`config.mk`:
```
export PLATFORM = sky130hd
export DESIGN_NAME = pata_host_engine
export DESIGN_NICKNAME = d
export VERILOG_FILES = /design/src/rtl/pata_pkg.sv /design/src/rtl/pata_timing_sel.sv /design/src/rtl/pata_phase_ctr.sv /design/src/rtl/pata_word_ctr.sv /design/src/rtl/pata_host_engine.sv
export SDC_FILE = /design/constraint.sdc
export NUM_CORES = 1
export LEC_CHECK = 0
export BUFFER_PORTS_ARGS = -buffer_cell sky130_fd_sc_hd__buf_2
export CORE_ASPECT_RATIO = 1.4
export CORE_MARGIN = 5
export CORE_UTILIZATION = 54
export CTS_CLUSTER_DIAMETER = 200
export CTS_CLUSTER_SIZE = 25
export DETAILED_ROUTE_END_ITERATION = 6
export PLACE_DENSITY_LB_ADDON = 0.05
export SYNTH_ARGS = -nofsm -noshare
export SYNTH_HDL_FRONTEND = slang
export SYNTH_SLANG_ARGS = --single-unit
```
`constraint.sdc`:
```
create_clock -name clk -period 9.1 [get_ports clk]
set_input_delay 1.82 -clock clk [delete_from_list [all_inputs] [get_ports clk]]
set_output_delay 1.82 -clock clk [all_outputs]
set_load 0.01 [all_outputs]
```
`src/rtl/pata_pkg.sv`:
```
package pata_pkg;

   typedef enum logic [2:0] {
      ST_IDLE,
      ST_WAIT,
      ST_SETUP,
      ST_STROBE,
      ST_HOLD,
      ST_DONE
   } pata_state_e;

   typedef struct packed {
      logic rd;
      logic src_dma;
      logic hs_dma;
   } pata_op_t;

endpackage

```
`src/rtl/pata_timing_sel.sv`:
```
module pata_timing_sel #(
   parameter int TIM_W     = 5,
   parameter bit HS_DMA_EN = 1'b1
) (
   input  logic             hs_req,
   input  logic [TIM_W-1:0] pio_setup,
   input  logic [TIM_W-1:0] pio_strobe,
   input  logic [TIM_W-1:0] pio_hold,
   input  logic [TIM_W-1:0] dma_strobe,
   input  logic [TIM_W-1:0] dma_hold,
   output logic             hs_eff,
   output logic [TIM_W-1:0] setup_len,
   output logic [TIM_W-1:0] strobe_len,
   output logic [TIM_W-1:0] hold_len
);
   localparam logic [TIM_W-1:0] ONE = TIM_W'(1);

   logic [TIM_W-1:0] raw_strobe;

   generate
      if (HS_DMA_EN) begin : g_dma_hs
         assign hs_eff = hs_req;
      end else begin : g_pio_only
         assign hs_eff = 1'b0;
      end
   endgenerate

   always_comb begin
      setup_len  = hs_eff ? '0 : pio_setup;
      raw_strobe = hs_eff ? dma_strobe : pio_strobe;
      hold_len   = hs_eff ? dma_hold : pio_hold;
      strobe_len = (raw_strobe == '0) ? ONE : raw_strobe;
   end

endmodule

```
`src/rtl/pata_phase_ctr.sv`:
```
module pata_phase_ctr #(
   parameter int W = 5
) (
   input  logic         clk,
   input  logic         rst_n,
   input  logic         load,
   input  logic [W-1:0] len,
   output logic         last
);
   logic [W-1:0] cnt_q;

   always_ff @(posedge clk or negedge rst_n) begin
      if (!rst_n) begin
         cnt_q <= '0;
      end else if (load) begin
         cnt_q <= len - W'(1);
      end else if (cnt_q != '0) begin
         cnt_q <= cnt_q - W'(1);
      end
   end

   assign last = (cnt_q == '0);

endmodule

```
`src/rtl/pata_word_ctr.sv`:
```
module pata_word_ctr #(
   parameter int CNT_W = 16
) (
   input  logic             clk,
   input  logic             rst_n,
   input  logic             load,
   input  logic [CNT_W-1:0] load_val,
   input  logic             dec,
   output logic             is_last
);
   logic [CNT_W-1:0] left_q;

   always_ff @(posedge clk or negedge rst_n) begin
      if (!rst_n) begin
         left_q <= '0;
      end else if (load) begin
         left_q <= load_val;
      end else if (dec && left_q != '0) begin
         left_q <= left_q - CNT_W'(1);
      end
   end

   assign is_last = (left_q == CNT_W'(1));

endmodule

```
`src/rtl/pata_host_engine.sv`:
```
module pata_host_engine
   import pata_pkg::*;
#(
   parameter int ADDR_W    = 4,
   parameter int DATA_W    = 16,
   parameter int CNT_W     = 16,
   parameter int TIM_W     = 5,
   parameter bit HS_DMA_EN = 1'b1
) (
   input  logic              clk,
   input  logic              rst_n,
   input  logic              cfg_en,
   input  logic [TIM_W-1:0]  cfg_pio_setup,
   input  logic [TIM_W-1:0]  cfg_pio_strobe,
   input  logic [TIM_W-1:0]  cfg_pio_hold,
   input  logic [TIM_W-1:0]  cfg_dma_strobe,
   input  logic [TIM_W-1:0]  cfg_dma_hold,
   input  logic              cnt_we,
   input  logic [CNT_W-1:0]  cnt_words,
   input  logic              ctl_we,
   input  logic [ADDR_W-1:0] ctl_addr,
   input  logic              ctl_rd,
   input  logic              ctl_src_dma,
   input  logic              ctl_hs_dma,
   input  logic              ctl_multi,
   input  logic [DATA_W-1:0] ctl_data,
   output logic              st_busy,
   output logic              st_tr_rdy,
   output logic              st_dav,
   output logic [DATA_W-1:0] st_rdata,
   input  logic [DATA_W-1:0] str_in_data,
   input  logic              str_in_valid,
   output logic              str_in_pop,
   output logic [DATA_W-1:0] str_out_data,
   output logic              str_out_valid,
   output logic [ADDR_W-1:0] ata_addr,
   output logic              ata_dior_n,
   output logic              ata_diow_n,
   output logic [DATA_W-1:0] ata_dout,
   output logic              ata_doe,
   input  logic [DATA_W-1:0] ata_din,
   input  logic              ata_dmarq,
   output logic              ata_dmack_n
);
   localparam int MIN_TIM_W = 5;   // slowest strobe count (19) must fit

   generate
      if (TIM_W < MIN_TIM_W) begin : g_bad_tim
         $error("TIM_W too narrow for the slowest timing mode");
      end
      if (DATA_W < 8) begin : g_bad_data
         $error("DATA_W must be at least 8");
      end
      if (CNT_W < 2) begin : g_bad_cnt
         $error("CNT_W must be at least 2");
      end
      if (ADDR_W < 1) begin : g_bad_addr
         $error("ADDR_W must be at least 1");
      end
   endgenerate

   pata_state_e       state_q, state_d;
   pata_op_t          op_q;
   logic [ADDR_W-1:0] addr_q;
   logic [DATA_W-1:0] dout_q, rdata_q;
   logic [CNT_W-1:0]  cnt_q;
   logic              busy_q, trdy_q, dav_q, sout_v_q;

   logic              hs_eff;
   logic [TIM_W-1:0]  setup_len, strobe_len, hold_len, ph_len;
   logic              ph_last, ph_load;
   logic              wc_last;
   logic              accept, grant, word_end, stream_wr, in_bus_phase;
   logic [CNT_W-1:0]  wc_init;

   pata_timing_sel #(.TIM_W(TIM_W), .HS_DMA_EN(HS_DMA_EN)) u_tsel (
      .hs_req     (op_q.hs_dma),
      .pio_setup  (cfg_pio_setup),
      .pio_strobe (cfg_pio_strobe),
      .pio_hold   (cfg_pio_hold),
      .dma_strobe (cfg_dma_strobe),
      .dma_hold   (cfg_dma_hold),
      .hs_eff     (hs_eff),
      .setup_len  (setup_len),
      .strobe_len (strobe_len),
      .hold_len   (hold_len)
   );

   pata_phase_ctr #(.W(TIM_W)) u_phase (
      .clk   (clk),
      .rst_n (rst_n),
      .load  (ph_load),
      .len   (ph_len),
      .last  (ph_last)
   );

   pata_word_ctr #(.CNT_W(CNT_W)) u_words (
      .clk      (clk),
      .rst_n    (rst_n),
      .load     (accept),
      .load_val (wc_init),
      .dec      (word_end),
      .is_last  (wc_last)
   );

   // command acceptance and per-word grant
   always_comb begin
      accept    = cfg_en && ctl_we && (state_q == ST_IDLE);
      stream_wr = op_q.src_dma && !op_q.rd;
      grant     = (state_q == ST_WAIT) && cfg_en
                  && (!hs_eff || ata_dmarq)
                  && (!stream_wr || str_in_valid);
      word_end  = cfg_en && (((state_q == ST_STROBE) && ph_last && (hold_len == '0))
                  || ((state_q == ST_HOLD) && ph_last));
      wc_init   = (ctl_multi && (cnt_q != '0)) ? cnt_q : CNT_W'(1);
      in_bus_phase = (state_q == ST_SETUP) || (state_q == ST_STROBE)
                  || (state_q == ST_HOLD);
   end

   // next state
   always_comb begin
      state_d = state_q;
      case (state_q)
         ST_IDLE:   if (accept) state_d = ST_WAIT;
         ST_WAIT:   if (grant) state_d = (setup_len != '0) ? ST_SETUP : ST_STROBE;
         ST_SETUP:  if (ph_last) state_d = ST_STROBE;
         ST_STROBE: if (ph_last) begin
                       if (hold_len != '0) state_d = ST_HOLD;
                       else                state_d = wc_last ? ST_DONE : ST_WAIT;
                    end
         ST_HOLD:   if (ph_last) state_d = wc_last ? ST_DONE : ST_WAIT;
         ST_DONE:   state_d = ST_IDLE;
         default:   state_d = ST_IDLE;
      endcase
      if (!cfg_en) state_d = ST_IDLE;
   end

   // phase counter reload on entry to a bus phase
   always_comb begin
      ph_load = (state_d != state_q)
                && ((state_d == ST_SETUP) || (state_d == ST_STROBE) || (state_d == ST_HOLD));
      case (state_d)
         ST_SETUP:  ph_len = setup_len;
         ST_HOLD:   ph_len = hold_len;
         default:   ph_len = strobe_len;
      endcase
   end

   always_ff @(posedge clk or negedge rst_n) begin
      if (!rst_n) begin
         state_q  <= ST_IDLE;
         op_q     <= '0;
         addr_q   <= '0;
         dout_q   <= '0;
         rdata_q  <= '0;
         cnt_q    <= '0;
         busy_q   <= 1'b0;
         trdy_q   <= 1'b0;
         dav_q    <= 1'b0;
         sout_v_q <= 1'b0;
      end else begin
         state_q  <= state_d;
         sout_v_q <= 1'b0;
         if (cnt_we) cnt_q <= cnt_words;
         if (!cfg_en) begin
            busy_q <= 1'b0;
         end else begin
            if (accept) begin
               op_q.rd      <= ctl_rd;
               op_q.src_dma <= ctl_src_dma;
               op_q.hs_dma  <= ctl_hs_dma;
               addr_q       <= ctl_addr;
               dout_q       <= ctl_data;
               busy_q       <= 1'b1;
               trdy_q       <= 1'b0;
               dav_q        <= 1'b0;
            end
            if (grant) begin
               trdy_q <= 1'b0;
               if (stream_wr) dout_q <= str_in_data;
            end
            if ((state_q == ST_STROBE) && ph_last && op_q.rd) rdata_q <= ata_din;
            if (word_end) begin
               if (op_q.rd) begin
                  dav_q    <= 1'b1;
                  sout_v_q <= op_q.src_dma;
               end else begin
                  trdy_q <= 1'b1;
               end
            end
            if (state_q == ST_DONE) busy_q <= 1'b0;
         end
      end
   end

   assign st_busy       = busy_q;
   assign st_tr_rdy     = trdy_q;
   assign st_dav        = dav_q;
   assign st_rdata      = rdata_q;
   assign str_in_pop    = grant && stream_wr;
   assign str_out_data  = rdata_q;
   assign str_out_valid = sout_v_q;
   assign ata_addr      = addr_q;
   assign ata_dout      = dout_q;
   assign ata_dior_n    = !((state_q == ST_STROBE) && op_q.rd);
   assign ata_diow_n    = !((state_q == ST_STROBE) && !op_q.rd);
   assign ata_doe       = in_bus_phase && !op_q.rd;
   assign ata_dmack_n   = !(in_bus_phase && hs_eff);

endmodule

```
======== Word level (Yosys, flattened, before mapping) ========
Index checks and enable logic that the tools add are counted.
operators by class
  add/sub/neg operators ................... 3
  equal/unequal tests ..................... 11
  mux-type cells .......................... 36
  reduce and logical (&&, ||, !) cells .... 45
operators with widths
  operator                 count
  $mux W16                 6
  $reduce_bool A16 Y1      2
  $mux W5                  6
  $mux W3                  8
  $logic_and A1 B1 Y1      19
  $eq A16 B1 Y1 const B    1
  $sub A16 B1 Y16 const B  1
  $logic_not A5 Y1         3
  $pmux W3 S5              1
  $reduce_bool A5 Y1       3
  $mux W1                  14
  $eq A3 B2 Y1 const B     4
  $pmux W5 S2              1
  $sub A5 B1 Y5 const B    2
  $eq A3 B3 Y1 const B     3
  $logic_or A1 B1 Y1       7
  $logic_not A1 Y1         6
  $reduce_and A2 Y1        2
  $reduce_bool A2 Y1       2
  $eq A3 B1 Y1 const B     1
  $logic_not A3 Y1         1
  $ne A3 B1 Y1 const B     1
  $ne A3 B3 Y1             1
word-level totals
  register bits after elaboration ......... 83
  bits of input ports ..................... 104
  output and inout bits ................... 61
  logic and storage cells ................. 109

======== Longest topological paths before layout ========
  depth in word-level cells ............... 13
  gate-level depth with buffers ........... 17
  depth with buffers taken out ............ 14

======== Cells and area by module ========
A second synthesis with hierarchy kept.
second synthesis, totals
  cell total of the unflattened synthesis .. 461
  area, all modules ....................... 4789.6 um2
modules (own cells, without submodules)
  module            times used  cells an instance  area an instance (um2)  sequential area each (um2)
  pata_host_engine  1           288                3111.7                  1551.5
  pata_word_ctr     1           122                1149.9                  400.4
  pata_phase_ctr    1           29                 336.6                   125.1
  pata_timing_sel   1           22                 191.4                   0.0

======== Least setup slack after synthesis ========
Ideal clock, no wire load.
  path kind ............................... input to output
  start point ............................. input str_in_valid
  end point ............................... output str_in_pop
  arrival ................................. 3110 ps
  data required time ...................... 7280 ps
  setup slack ............................. 4170 ps
  stages .................................. 6
  buffers on the path ..................... 1
  cells stage by stage .................... or3b_2 o2111ai_1 nor2_1 nand3b_1 clkbuf_1 inv_1
on the way
  word-level cells in the longest chain between the ends .. 3
ends and longest elaborated chain
  what                 RTL line                 source
  start, declared      pata_host_engine.sv:32   input logic str_in_valid,
  $logic_or A1 B1 Y1   pata_host_engine.sv:112  && (!stream_wr || str_in_valid);
  $logic_and A1 B1 Y1  pata_host_engine.sv:112
  $logic_and A1 B1 Y1  pata_host_engine.sv:200  assign str_in_pop = grant && stream_wr;
  end, declared        pata_host_engine.sv:33   output logic str_in_pop,
Every way passes these cells.

======== Final worst setup path ========
Same ends and word-level chain as after synthesis.

==> out/metrics.csv <==
stage,metric,value,unit
outcome,status,"complete, no violations",
power_and_ir_drop,PwrDens,196,nW/um2
synthesis,cell area after synthesis,4430,um2
setup_path,critical path endpoint,str_in_pop,
setup_path,Startpoint Class,input port,
final_layout,Non-Filler Instances,698,
worst_hold_path,worst hold path class,reg2reg,
clock_network,clock buffer count from CTS,9,
floorplan,cell row count,39,
global_route,initial antenna violation count,0,
global_route,largest net degree at the start of global routing,84,
final_layout,Inserted Diodes,0,
worst_hold_path,Hold Startpoint,ata_addr[2]$_DFFE_PN0P_,
timing,worst slew pin tran,1250,ps
final_layout,area grow syn2layout,23.2,%
synthesis,#FFs+latches synth,83,
setup_path,crit path launch,str_in_valid,
synthesis,"EDFF count, synth",0,
run,Max-Cap Viols,0,
timing,Final setup viols,0,
synthesis,largest family of logic cells by synthesized area,simple AND/OR/NAND/NOR gates,
timing,fin crit period,5200,ps
floorplan,die span in x,86.5,um
synthesis,YS warnings,0,
timing,RSZ-0062 raised after global routing,false,
setup_path,Worst Setup End Kind,output pin,
route,antenna-violating nets left,0,
timing,Max Fclk,192,MHz
synthesis,cell taking the most area after synthesis,dfrtp_1,
clock_network,post-CTS setup buffers,0,
power_and_ir_drop,VDD IR max,0.170,mV
final_layout,fraction of layout cells with a size suffix above 1,38.3,%
timing,Fin Setup TNS,0,ps
clock_network,CTS tree,built,
setup_path,R2R cell count,14,
timing,period utilization,57.1,%
global_route,global-route usage over all layers,22.7,%
final_layout,Final nets,700,
synthesis,fraction of registers with async set or reset after synthesis,100,%
synthesis,Gate Count Post-Synth,452,
setup_path,Reg-to-Reg End,u_phase.cnt_q[4]$_DFFE_PN0P_,
clock_network,CTS H-tree depth,3,
synthesis,area share of the largest cell type after synthesis,46.9,%
synthesis,"Seq/Total Area, Yosys",46.9,%
synthesis,mux contribution to synthesized area,11.0,%
setup_path,Worst Path Max Fanout,18,
synthesis,commonest cells in the netlist,"83 x dfrtp_1, 50 x nor2_1, 44 x nand2_1, 35 x mux2_2, 27 x a21oi_1",
global_route,first-pass GRT wire length,18100,um
setup_path,"reg-to-reg slack, setup",5050,ps
power_and_ir_drop,Leak,2.63,nW
route,Vias/cell,5.69,
place,dpl cells,683,
clock_network,Root Buffer Master,clkbuf_16,
clock_network,clk sink count,83,
floorplan,placeable core area,8100,um2
synthesis,library cells used by synthesis,62,
route,via count,3975,
synthesis,most numerous cell in the Yosys netlist,dfrtp_1,
timing,Pins Over Slew Limit,0,
synthesis,Synth area leaders,"dfrtp_1 47%, mux2_2 8.9%, nor2_1 4.2%, nand2_1 3.7%, a21oi_1 3.1%",
clock_network,clk buf depth,2,
floorplan,Starting Density,54.7,%
final_layout,Fill cells,680,
place,Placer Congestion,0.929,
place,Final HPWL DP,8720,um
route,Detailed Route Iter0 Violations,243,
setup_path,Setup CP Type,in2out,
floorplan,IO Pins,165,
route,TritonRoute pass-1 iters,4,
clock_network,clock-pin transition on the worst setup and hold timing paths,60,ps
global_route,GRT overflow,0,
place,cell area after placement,5190,um2
synthesis,"Top FF cell, synth",dfrtp_1,
route,DR DRC count,0,
floorplan,Die Ht,117,um
synthesis,syn_nets,560,
final_layout,Final Instance Area,5460,um2
synthesis,Compound-Gate Fraction of Synth Area,16.0,%
setup_path,Worst R2R Start,u_words.left_q[7]$_DFFE_PN0P_,
place,IO buf count,164,
timing,hold_ws,480,ps
route,Wirelength per Cell,16.5,um
clock_network,CTS Hold Bufs,0,
clock_network,# resized after CTS,0,
clock_network,Clock Latency Late Sink,340,ps
synthesis,"Avg Cell Area, Syn",9.80,um2
timing,clk_skew,6.82,ps
timing,"Hold Violations, Final",0,
floorplan,DIE AREA,10100,um2
synthesis,xor and xnor fraction of the mapped netlist area,1.98,%
route,WL final,11500,um
timing,relative slew slack,16.4,%
synthesis,post-synthesis adder-cell area fraction,1.13,%
setup_path,Critical Path RT,7280,ps
synthesis,simple-gate share of the synthesized area,17.4,%
global_route,vias in the first global route,3868,
setup_path,CP arrival,3380,ps
worst min-delay path by stage:
stage,endpoint,depth (start not counted)
finish,ata_addr[2]$_DFFE_PN0P_,2
global route,ata_addr[1]$_DFFE_PN0P_,2
CTS,ata_addr[2]$_DFFE_PN0P_,2
detailed placement,ata_addr[2]$_DFFE_PN0P_,2
global placement,ata_addr[2]$_DFFE_PN0P_,2
floorplan,u_words.left_q[15]$_DFFE_PN0P_,2
final cells by class:
cell class	count	area, um2	share of cell area (%)
Multi-Input combinational cell	322	2110	38.6
Sequential cell	83	2080	38.0
Timing Repair Buffer	166	838	15.4
Clock buffer	11	243	4.45
Tap cell	102	128	2.34
Inverter	10	37.5	0.688
Clock inverter	4	26.3	0.481
state kept, by name (all words and copies together), names as in the netlist:
name / count
st_tr_rdy: 1
ata_addr: 4
st_busy: 1
state_q: 3
u_words.left_q: 16
cnt_q: 16
ata_dout: 16
st_rdata: 16
st_dav: 1
str_out_valid: 1
op_q: 3
u_phase.cnt_q: 5
stage by stage:
stage / util [%] / worst slack, ps / power [mW]
after floorplan: - / 4170 / 0.641
final: 67.4 / 3900 / 1.07
after detailed placement: 64.1 / 3790 / 0.745
after CTS: 67.4 / 3900 / 1.08
after global routing: 67.4 / 3750 / 1.13
after global placement: 64.1 / 3920 / 0.736
power breakdown:
| part | leakage [nW] | switching, mW | internal (mW) |
|---|---|---|---|
| Clock | 0.132 | 0.143 | 0.191 |
| Combinational | 1.46 | 0.139 | 0.116 |
| Sequential | 1.04 | 0.0604 | 0.424 |
| Total | 2.63 | 0.342 | 0.731 |
kinds of logic (layout without fill, tap and decap cells):
group,count (synthesis),after routing
AND/OR/NAND/NOR,157,157
buffers and inverters,47,191
flip-flops,83,83
multiplexers,44,44
XOR/XNOR,10,10
AO/OA/AOI/OAI,107,107
adder cells (fa/ha/maj),4,4
cells in the final DEF, fill, tap and decap left out, types with 8 or more instances in the layout:
master     count
nor2_1        50
nand2_1       44
o21ai_0       20
inv_1         10
buf_2        163
o22ai_1       17
xnor2_1        9
a21oi_1       27
mux2i_1        8
mux2_2        35
clkbuf_16      9
dfrtp_1       83
nand3_1       11
nor4_1        10
critical path, stage by stage:
cell,delay (ps)
buf_2,100
or3b_2,450
o2111ai_1,140
nor2_1,120
nand3b_1,500
inv_1,80
buf_2,160
routing by layer:
layer | up-vias | global-route usage [%] | routed length (um)
met5 | - | 0 | 0
met4 | 0 | 10.9 | 271
met3 | 27 | 3.43 | 701
met2 | 152 | 41.8 | 6430
met1 | 1896 | 25.5 | 4120
li1 | 1900 | - | -
Power figures use the tool's default switching activity.
